<file path="src/rtl/rdma_pkg.sv">
package rdma_pkg;
    localparam int BYTE_W     = 8;
    localparam int ADDR_W     = 16;
    localparam int PAGE_OFS_W = 8;
    localparam int REG_AW     = 4;
    localparam int CMD_W      = 3;

    localparam logic [REG_AW-1:0] RA_CMD     = 4'd0;
    localparam logic [REG_AW-1:0] RA_START_L = 4'd1;
    localparam logic [REG_AW-1:0] RA_START_H = 4'd2;
    localparam logic [REG_AW-1:0] RA_CNT_L   = 4'd3;
    localparam logic [REG_AW-1:0] RA_CNT_H   = 4'd4;
    localparam logic [REG_AW-1:0] RA_CFG     = 4'd5;
    localparam logic [REG_AW-1:0] RA_RFIRST  = 4'd6;
    localparam logic [REG_AW-1:0] RA_REND    = 4'd7;
    localparam logic [REG_AW-1:0] RA_BND     = 4'd8;
    localparam logic [REG_AW-1:0] RA_CUR_L   = 4'd9;
    localparam logic [REG_AW-1:0] RA_CUR_H   = 4'd10;
    localparam logic [REG_AW-1:0] RA_FLAGS   = 4'd11;

    localparam logic [CMD_W-1:0] CMD_READ  = 3'b001;
    localparam logic [CMD_W-1:0] CMD_WRITE = 3'b010;
    localparam logic [CMD_W-1:0] CMD_RING  = 3'b011;

    typedef enum logic [3:0] {
        ST_IDLE, ST_HFETCH, ST_HCAP, ST_RFETCH, ST_RCAP, ST_ROUT, ST_WIN, ST_WMEM
    } rdma_state_t;

    typedef struct packed {
        logic auto_rm;
        logic swap;
        logic word;
    } rdma_cfg_t;

    function automatic logic cmd_is_abort(input logic [CMD_W-1:0] c);
        return c[CMD_W-1];
    endfunction
endpackage

</file>
<file path="src/rtl/rdma_addr_step.sv">
module rdma_addr_step #(
    parameter int ADDR_W = 16,
    parameter int OFS_W  = 8,
    localparam int PAGE_W = ADDR_W - OFS_W
) (
    input  logic [ADDR_W-1:0] cur,
    input  logic              wrap_en,
    input  logic [PAGE_W-1:0] ring_first,
    input  logic [PAGE_W-1:0] ring_end,
    output logic [ADDR_W-1:0] nxt
);
    logic [ADDR_W-1:0] plus_one;
    logic [ADDR_W-1:0] end_addr;
    logic [ADDR_W-1:0] first_addr;

    assign plus_one   = cur + ADDR_W'(1);
    assign end_addr   = {ring_end, {OFS_W{1'b0}}};
    assign first_addr = {ring_first, {OFS_W{1'b0}}};
    assign nxt        = (wrap_en && plus_one == end_addr) ? first_addr : plus_one;
endmodule

</file>
<file path="src/rtl/rdma_regfile.sv">
module rdma_regfile import rdma_pkg::*; #(
    parameter int ADDR_W = 16,
    localparam int PAGE_W = ADDR_W - PAGE_OFS_W
) (
    input  logic                clk,
    input  logic                rst,
    input  logic                reg_wr,
    input  logic [REG_AW-1:0]   reg_addr,
    input  logic [BYTE_W-1:0]   reg_wdata,
    output logic [BYTE_W-1:0]   reg_rdata,
    input  logic                busy,
    input  logic                done,
    input  logic [ADDR_W-1:0]   cur,
    input  logic [ADDR_W-1:0]   cnt,
    input  logic [PAGE_W-1:0]   bnd,
    output logic [ADDR_W-1:0]   start_addr,
    output rdma_cfg_t           cfg,
    output logic [PAGE_W-1:0]   ring_first,
    output logic [PAGE_W-1:0]   ring_end,
    output logic                cmd_stb,
    output logic                cnt_lo_stb,
    output logic                cnt_hi_stb,
    output logic                bnd_stb,
    output logic                done_clr
);
    logic [ADDR_W-1:0] start_q;
    rdma_cfg_t         cfg_q;
    logic [PAGE_W-1:0] first_q, end_q;

    always_ff @(posedge clk) begin
        if (rst) begin
            start_q <= '0;
            cfg_q   <= '0;
            first_q <= '0;
            end_q   <= '0;
        end else if (reg_wr) begin
            case (reg_addr)
                RA_START_L: start_q[BYTE_W-1:0]      <= reg_wdata;
                RA_START_H: start_q[ADDR_W-1:BYTE_W] <= reg_wdata;
                RA_CFG:     cfg_q   <= reg_wdata[2:0];
                RA_RFIRST:  first_q <= reg_wdata;
                RA_REND:    end_q   <= reg_wdata;
                default: ;
            endcase
        end
    end

    assign start_addr = start_q;
    assign cfg        = cfg_q;
    assign ring_first = first_q;
    assign ring_end   = end_q;

    assign cmd_stb    = reg_wr && reg_addr == RA_CMD;
    assign cnt_lo_stb = reg_wr && reg_addr == RA_CNT_L;
    assign cnt_hi_stb = reg_wr && reg_addr == RA_CNT_H;
    assign bnd_stb    = reg_wr && reg_addr == RA_BND;
    assign done_clr   = reg_wr && reg_addr == RA_FLAGS && reg_wdata[0];

    always_comb begin
        case (reg_addr)
            RA_CMD:     reg_rdata = {7'b0, busy};
            RA_START_L: reg_rdata = start_q[BYTE_W-1:0];
            RA_START_H: reg_rdata = start_q[ADDR_W-1:BYTE_W];
            RA_CNT_L:   reg_rdata = cnt[BYTE_W-1:0];
            RA_CNT_H:   reg_rdata = cnt[ADDR_W-1:BYTE_W];
            RA_CFG:     reg_rdata = {5'b0, cfg_q};
            RA_RFIRST:  reg_rdata = first_q;
            RA_REND:    reg_rdata = end_q;
            RA_BND:     reg_rdata = bnd;
            RA_CUR_L:   reg_rdata = cur[BYTE_W-1:0];
            RA_CUR_H:   reg_rdata = cur[ADDR_W-1:BYTE_W];
            RA_FLAGS:   reg_rdata = {7'b0, done};
            default:    reg_rdata = '0;
        endcase
    end
endmodule

</file>
<file path="src/rtl/rdma_ctrl.sv">
module rdma_ctrl import rdma_pkg::*; #(
    parameter int ADDR_W = 16,
    localparam int PAGE_W = ADDR_W - PAGE_OFS_W,
    localparam int DATA_W = 2 * BYTE_W
) (
    input  logic                clk,
    input  logic                rst,
    input  logic                cmd_stb,
    input  logic [BYTE_W-1:0]   wdata,
    input  logic                cnt_lo_stb,
    input  logic                cnt_hi_stb,
    input  logic                bnd_stb,
    input  logic                done_clr,
    input  rdma_cfg_t           cfg,
    input  logic [ADDR_W-1:0]   start_addr,
    input  logic [PAGE_W-1:0]   ring_first,
    input  logic [PAGE_W-1:0]   ring_end,
    input  logic [PAGE_W-1:0]   ring_wr_page,
    input  logic [DATA_W-1:0]   host_wdata,
    input  logic                host_wvalid,
    output logic                host_wready,
    output logic [DATA_W-1:0]   host_rdata,
    output logic                host_rvalid,
    input  logic                host_rready,
    output logic [ADDR_W-1:0]   mem_addr,
    output logic                mem_re,
    output logic                mem_we,
    output logic [BYTE_W-1:0]   mem_wdata,
    input  logic [BYTE_W-1:0]   mem_rdata,
    output logic [ADDR_W-1:0]   cur,
    output logic [ADDR_W-1:0]   cnt,
    output logic [PAGE_W-1:0]   bnd,
    output logic                done,
    output logic                busy
);
    rdma_state_t              st_q;
    logic [ADDR_W-1:0]        cur_q, cur_nxt, cnt_q;
    logic [PAGE_W-1:0]        bnd_q, nxt_pg_q;
    logic [1:0]               hidx_q;
    logic                     lane_q;
    logic [1:0][BYTE_W-1:0]   buf_q;
    logic                     ring_q, done_q;
    logic                     abort, idle, go_read, go_write, go_ring, fin;
    logic [CMD_W-1:0]         code;

    rdma_addr_step #(.ADDR_W(ADDR_W), .OFS_W(PAGE_OFS_W)) u_step (
        .cur(cur_q), .wrap_en(ring_q), .ring_first(ring_first),
        .ring_end(ring_end), .nxt(cur_nxt)
    );

    assign code     = wdata[CMD_W-1:0];
    assign idle     = st_q == ST_IDLE;
    assign abort    = cmd_stb && cmd_is_abort(code);
    assign go_read  = idle && cmd_stb && code == CMD_READ;
    assign go_write = idle && cmd_stb && code == CMD_WRITE;
    assign go_ring  = idle && ((cmd_stb && code == CMD_RING) ||
                               (!cmd_stb && cfg.auto_rm && bnd_q != ring_wr_page));

    always_comb begin
        fin = 1'b0;
        case (st_q)
            ST_IDLE: fin = (go_read || go_write) && cnt_q == '0;
            ST_HCAP: fin = hidx_q == 2'd3 && {mem_rdata, cnt_q[BYTE_W-1:0]} == '0;
            ST_ROUT: fin = host_rready && cnt_q == '0;
            ST_WMEM: fin = cnt_q == ADDR_W'(1);
            default: fin = 1'b0;
        endcase
        if (abort) fin = 1'b0;
    end

    always_ff @(posedge clk) begin
        if (rst) begin
            st_q     <= ST_IDLE;
            cur_q    <= '0;
            cnt_q    <= '0;
            bnd_q    <= '0;
            nxt_pg_q <= '0;
            hidx_q   <= '0;
            lane_q   <= 1'b0;
            buf_q    <= '0;
            ring_q   <= 1'b0;
            done_q   <= 1'b0;
        end else begin
            if (done_clr) done_q <= 1'b0;
            if (bnd_stb) bnd_q <= wdata;
            if (idle && cnt_lo_stb) cnt_q[BYTE_W-1:0]      <= wdata;
            if (idle && cnt_hi_stb) cnt_q[ADDR_W-1:BYTE_W] <= wdata;
            if (abort) begin
                st_q   <= ST_IDLE;
                cnt_q  <= '0;
                ring_q <= 1'b0;
            end else begin
                case (st_q)
                    ST_IDLE: begin
                        lane_q <= 1'b0;
                        buf_q  <= '0;
                        if (go_read) begin
                            cur_q <= start_addr;
                            st_q  <= ST_RFETCH;
                        end else if (go_write) begin
                            cur_q <= start_addr;
                            st_q  <= ST_WIN;
                        end else if (go_ring) begin
                            hidx_q <= '0;
                            ring_q <= 1'b1;
                            st_q   <= ST_HFETCH;
                        end
                    end
                    ST_HFETCH: st_q <= ST_HCAP;
                    ST_HCAP: begin
                        case (hidx_q)
                            2'd1: nxt_pg_q <= mem_rdata;
                            2'd2: cnt_q[BYTE_W-1:0] <= mem_rdata;
                            2'd3: cnt_q[ADDR_W-1:BYTE_W] <= mem_rdata;
                            default: ;
                        endcase
                        if (hidx_q == 2'd3) begin
                            cur_q <= {bnd_q, {PAGE_OFS_W{1'b0}}};
                            st_q  <= ST_RFETCH;
                        end else begin
                            hidx_q <= hidx_q + 2'd1;
                            st_q   <= ST_HFETCH;
                        end
                    end
                    ST_RFETCH: st_q <= ST_RCAP;
                    ST_RCAP: begin
                        buf_q[lane_q] <= mem_rdata;
                        cur_q <= cur_nxt;
                        cnt_q <= cnt_q - ADDR_W'(1);
                        if (cfg.word && !lane_q && cnt_q != ADDR_W'(1)) begin
                            lane_q <= 1'b1;
                            st_q   <= ST_RFETCH;
                        end else begin
                            st_q <= ST_ROUT;
                        end
                    end
                    ST_ROUT: begin
                        if (host_rready) begin
                            lane_q <= 1'b0;
                            buf_q  <= '0;
                            st_q   <= ST_RFETCH;
                        end
                    end
                    ST_WIN: begin
                        if (host_wvalid) begin
                            lane_q <= 1'b0;
                            if (cfg.word && cfg.swap)
                                buf_q <= {host_wdata[BYTE_W-1:0], host_wdata[DATA_W-1:BYTE_W]};
                            else
                                buf_q <= {host_wdata[DATA_W-1:BYTE_W], host_wdata[BYTE_W-1:0]};
                            st_q <= ST_WMEM;
                        end
                    end
                    ST_WMEM: begin
                        cur_q <= cur_nxt;
                        cnt_q <= cnt_q - ADDR_W'(1);
                        if (cfg.word && !lane_q) lane_q <= 1'b1;
                        else st_q <= ST_WIN;
                    end
                    default: st_q <= ST_IDLE;
                endcase
            end
            if (fin) begin
                done_q <= 1'b1;
                st_q   <= ST_IDLE;
                if (ring_q) begin
                    bnd_q  <= nxt_pg_q;
                    ring_q <= 1'b0;
                end
            end
        end
    end

    assign mem_re      = st_q == ST_HFETCH || st_q == ST_RFETCH;
    assign mem_we      = st_q == ST_WMEM;
    assign mem_addr    = (st_q == ST_HFETCH) ?
                         {bnd_q, {(PAGE_OFS_W-2){1'b0}}, hidx_q} : cur_q;
    assign mem_wdata   = buf_q[lane_q];
    assign host_wready = st_q == ST_WIN;
    assign host_rvalid = st_q == ST_ROUT;
    assign host_rdata  = !cfg.word ? {{BYTE_W{1'b0}}, buf_q[0]} :
                         cfg.swap  ? {buf_q[0], buf_q[1]} : {buf_q[1], buf_q[0]};

    assign cur  = cur_q;
    assign cnt  = cnt_q;
    assign bnd  = bnd_q;
    assign done = done_q;
    assign busy = !idle;
endmodule

</file>
<file path="src/rtl/rdma_engine.sv">
module rdma_engine import rdma_pkg::*; #(
    parameter int ADDR_W = rdma_pkg::ADDR_W,
    localparam int PAGE_W = ADDR_W - PAGE_OFS_W,
    localparam int DATA_W = 2 * BYTE_W
) (
    input  logic              clk,
    input  logic              rst,
    input  logic              reg_wr,
    input  logic [3:0]        reg_addr,
    input  logic [7:0]        reg_wdata,
    output logic [7:0]        reg_rdata,
    input  logic [PAGE_W-1:0] ring_wr_page,
    input  logic [DATA_W-1:0] host_wdata,
    input  logic              host_wvalid,
    output logic              host_wready,
    output logic [DATA_W-1:0] host_rdata,
    output logic              host_rvalid,
    input  logic              host_rready,
    output logic [ADDR_W-1:0] mem_addr,
    output logic              mem_re,
    output logic              mem_we,
    output logic [7:0]        mem_wdata,
    input  logic [7:0]        mem_rdata,
    output logic              done_irq
);
    rdma_cfg_t         cfg_w;
    logic [ADDR_W-1:0] start_w, cur_w, cnt_w;
    logic [PAGE_W-1:0] first_w, end_w, bnd_w;
    logic              cmd_stb_w, cnt_lo_w, cnt_hi_w, bnd_stb_w, clr_w;
    logic              busy_w, done_w, auto_en_w;

    assign auto_en_w = cfg_w.auto_rm;

    rdma_regfile #(.ADDR_W(ADDR_W)) u_regs (
        .clk(clk), .rst(rst), .reg_wr(reg_wr), .reg_addr(reg_addr),
        .reg_wdata(reg_wdata), .reg_rdata(reg_rdata),
        .busy(busy_w), .done(done_w), .cur(cur_w), .cnt(cnt_w), .bnd(bnd_w),
        .start_addr(start_w), .cfg(cfg_w), .ring_first(first_w), .ring_end(end_w),
        .cmd_stb(cmd_stb_w), .cnt_lo_stb(cnt_lo_w), .cnt_hi_stb(cnt_hi_w),
        .bnd_stb(bnd_stb_w), .done_clr(clr_w)
    );

    rdma_ctrl #(.ADDR_W(ADDR_W)) u_ctrl (
        .clk(clk), .rst(rst), .cmd_stb(cmd_stb_w), .wdata(reg_wdata),
        .cnt_lo_stb(cnt_lo_w), .cnt_hi_stb(cnt_hi_w), .bnd_stb(bnd_stb_w),
        .done_clr(clr_w), .cfg(cfg_w), .start_addr(start_w),
        .ring_first(first_w), .ring_end(end_w), .ring_wr_page(ring_wr_page),
        .host_wdata(host_wdata), .host_wvalid(host_wvalid), .host_wready(host_wready),
        .host_rdata(host_rdata), .host_rvalid(host_rvalid), .host_rready(host_rready),
        .mem_addr(mem_addr), .mem_re(mem_re), .mem_we(mem_we),
        .mem_wdata(mem_wdata), .mem_rdata(mem_rdata),
        .cur(cur_w), .cnt(cnt_w), .bnd(bnd_w), .done(done_w), .busy(busy_w)
    );

    assign done_irq = done_w;
endmodule

</file>
<file path="config.mk">
export PLATFORM = sky130hd
export DESIGN_NAME = rdma_engine
export DESIGN_NICKNAME = d
export VERILOG_FILES = /design/src/rtl/rdma_pkg.sv /design/src/rtl/rdma_addr_step.sv /design/src/rtl/rdma_regfile.sv /design/src/rtl/rdma_ctrl.sv /design/src/rtl/rdma_engine.sv
export SDC_FILE = /design/constraint.sdc
export NUM_CORES = 1
export LEC_CHECK = 0
export ABC_AREA = 1
export ABC_CLOCK_PERIOD_IN_PS = 2600
export CAP_MARGIN = 25
export CELL_PAD_IN_SITES_DETAIL_PLACEMENT = 0
export CELL_PAD_IN_SITES_GLOBAL_PLACEMENT = 1
export CORE_MARGIN = 2
export CORE_UTILIZATION = 39
export DETAILED_ROUTE_END_ITERATION = 10
export PLACE_DENSITY = 0.8
export SYNTH_ARGS = -nofsm -noshare
export SYNTH_HDL_FRONTEND = slang
export SYNTH_SLANG_ARGS = --single-unit
</file>
<file path="constraint.sdc">
create_clock -name clk -period 2.6 [get_ports clk]
set_input_delay 0.39 -clock clk [delete_from_list [all_inputs] [get_ports clk]]
set_output_delay 0.39 -clock clk [all_outputs]
set_load 0.02 [all_outputs]
</file>
==> reports/metrics.cfg <==
[pwr]
p_per_area_mw_per_mm2 = 935.8
leakage_nw = 3.835
max-vdd-ir-drop_v = 0.0006018

[run]
cap_violations = 0

[timing]
final_max_slew_viol_count = 0
max_freq_mhz = 396.2
slew_headroom = 0.5980
min_period_over_period = 0.9706
finalSetupViolations = 0
fin_hold_ws_ps = 454.1
clock-skew-final_ps = 6.680
rsz0062_at_grt = yes
tightest_slew_ps = 601.1
setup_tns_ps = 0
period_minus_slack_ps = 2524
hold_violations = 0

[global_route]
grt_util_met1 = 0.3881
grt_usage = 0.3147
grt_max_degree = 42
antenna_found_initial = 0
grt_pass1_vias = 8228
grt_use_met2 = 0.5365
grt_pass1_wl_um = 47700
grt_overflow = 0
top_usage_layer = met2
met3_usage = 0.05265

[finish]
area_growth_pct = 30.18
stdcell_count = 1584
drive_above_1_share = 0.1326
num-fill-cells = 1972
n_antenna_cell = 0
utilization = 0.5147
layout.nets = 1402
design_area_mm2 = 0.009563

[detailed_routing]
routed_via_density = 5.547
drtIter0Drc = 818
wire_per_inst_um = 19.79
ant_nets = 0
drt-total-wl_um = 31340
drc = 0
dr_total_vias = 8786
firstDrtPassIters = 5

[critical_path]
crit_buf_inv = 5
path_depth = 10
crit_arrival_ps = 2130
crit_type = input port to output port
crit_chain = clkdlybuf4s50_1 > nor2_2 > inv_1 > buf_4 > nor2_2 > inv_1 > o22ai_1 > a21oi_1 > o2111ai_1 > buf_2
required_ps = 2210
ff2ff_path_depth = 12
crit_slowest_cell = clkdlybuf4s50_1
crit_family = buffers and inverters
r2r_start = u_ctrl.cur[4]$_SDFFE_PP0P_
endpoint = reg_rdata[3]
crit_start = reg_addr[3]
reg2reg_slack_ps = 180
slowest_delay_ps = 440
crit_fanout = 5
worstSetupEndpointType = output port
crit_path_start_kind = input port
r2r_end = u_ctrl.cur[10]$_SDFFE_PP0P_

[die]
rows = 50
core_mm2 = 0.01858
die-height_um = 141.2
ioPinCount = 102
start_util = 0.3954
die_x_um = 141.2
die_area_mm2 = 0.01995

[synthesis]
synth.distinct_cells = 44
synthFlopType = dfxtp_1
synth.most_common_cell = nand2_1
synth_fp_nets = 1248
netlist.area_leader.share = 0.2916
synth_common_cells = 245 x nand2_1, 171 x o21ai_0, 164 x inv_1
yosysWarnings = 0
synth_seq_cells = 107
syn_area_per_cell_um2 = 6.168
yosysTopAreaCell = dfxtp_1
synthesis.area_mm2 = 0.007346
synthCells = 1191
synth_edf_count = 0
async_flop_share = 0
yosys-top-cells-area = dfxtp_1 29%, nand2_1 13%, o21ai_0 12%, inv_1 8.4%, a21oi_1 8.2%
seq_area_frac_synth = 0.2916

[status]
status = completed

[place]
dp_hpwl_um = 25070
dp.cells = 1568
gp_congestion = 0.9630
place_area_mm2 = 0.009160
port_buffers = 101

[clock_tree]
clock_latency_ps = 370
clkTransAtPathRegs_ps = 80
cts_buffers = 9
root_buffer = clkbuf_16
cts_tree = yes
postCtsHoldBufs = 0
cts.sinks = 107
htreeDepth = 3
cts_setup_buffers = 0
clock_path_buffers = 2

[worst_hold_path]
worstHoldStart = u_ctrl.nxt_pg_q[4]$_SDFFE_PP0P_
hold_class = register to register

logic make-up (layout without fill, tap and decap cells):
group | count (synthesis) | after routing | synth area share
flops | 107 | 107 | 0.2916
compound gates | 386 | 386 | 0.2938
simple gates | 455 | 455 | 0.2698
fa+ha+maj | 8 | 8 | 0.01363
buf+inv | 225 | 384 | 0.1192
xor+xnor | 10 | 10 | 0.01192
cell type report:
type	instances	area, µm²	share of cell area
Clock buffer	12	246.5	0.02578
Tap cell	234	292.8	0.03062
Inverter	170	638.1	0.06673
Timing Repair Buffer	198	1742	0.1821
Multi-Input combinational cell	859	4441	0.4643
Clock inverter	4	57.56	0.006019
Sequential cell	107	2146	0.2244
layout by cell type (no fill, tap or decap), types with 8 or more instances in the layout:
master           netlist  layout
a31oi_1               20      20
nand2_1              245     241
inv_1                164     160
o21ai_0              171     170
a21oi_1              120     120
clkbuf_16              0       9
nor2_1                74      65
o22ai_1               21      18
nand3_1               88      88
dfxtp_1              107     104
nor2_2                 6      14
nand4_1               15      15
clkdlybuf4s50_1        0      80
nand2_2                4       8
inv_2                  4       8
buf_4                  4      95
o211ai_1              11      11
ha_1                   8       8
a221oi_1              18      14
routing by layer:
layer,wire (µm),up-vias
met1,13360,4072
li1,-,4330
met3,1647,76
met4,1498,0
met5,0,-
met2,14830,308
report_power, final:
group | switching [W] | internal, W | leakage (nW)
clock network | 0.000713 | 0.000788 | 0.145
logic | 0.00318 | 0.00183 | 2.82
registers | 0.000426 | 0.00202 | 0.873
state kept, by name (all words and copies together), names as in the netlist, 2 cells and up:
signal	count
u_ctrl.hidx_q	2
u_regs.start_addr	16
u_ctrl.cur	16
u_regs.cfg	3
u_regs.ring_first	8
u_ctrl.cnt	16
u_regs.ring_end	8
u_ctrl.st_q	3
u_ctrl.bnd	8
u_ctrl.nxt_pg_q	8
u_ctrl.buf_q	16
worst reg2reg max path: cells and delay by family (launching register included):
kind | cells | cell delay (ps)
AND/OR/NAND/NOR | 10 | 1430
flip-flops | 1 | 610
AO/OA/AOI/OAI | 2 | 310
worst min path at each step:
stage / end / cells after the start / slack (ps)
finish: u_ctrl.nxt_pg_q[4]$_SDFFE_PP0P_ / 2 / 450
global route: u_ctrl.nxt_pg_q[4]$_SDFFE_PP0P_ / 2 / 480
CTS: u_ctrl.nxt_pg_q[2]$_SDFFE_PP0P_ / 2 / 460
detailed placement: u_ctrl.nxt_pg_q[2]$_SDFFE_PP0P_ / 2 / 450
global placement: u_ctrl.nxt_pg_q[5]$_SDFFE_PP0P_ / 2 / 440
floorplan: u_ctrl.nxt_pg_q[0]$_SDFFE_PP0P_ / 2 / 420
what timing repair did:
| item | in CTS | in global routing |
|---|---|---|
| pin swaps | 0 | 2 |
| endpoints found under the setup margin | 19 | 17 |
| resized for setup | 44 | 40 |
through the flow:
stage	setup slack [ps]	total power (W)
finish	76.31	0.008949
global route	-15.16	0.009593
CTS	1.103	0.008873
detailed placement	-496.9	0.007389
global placement	-565.1	0.007345
floorplan	380.1	0.005478
Power figures use the tool's default switching activity.
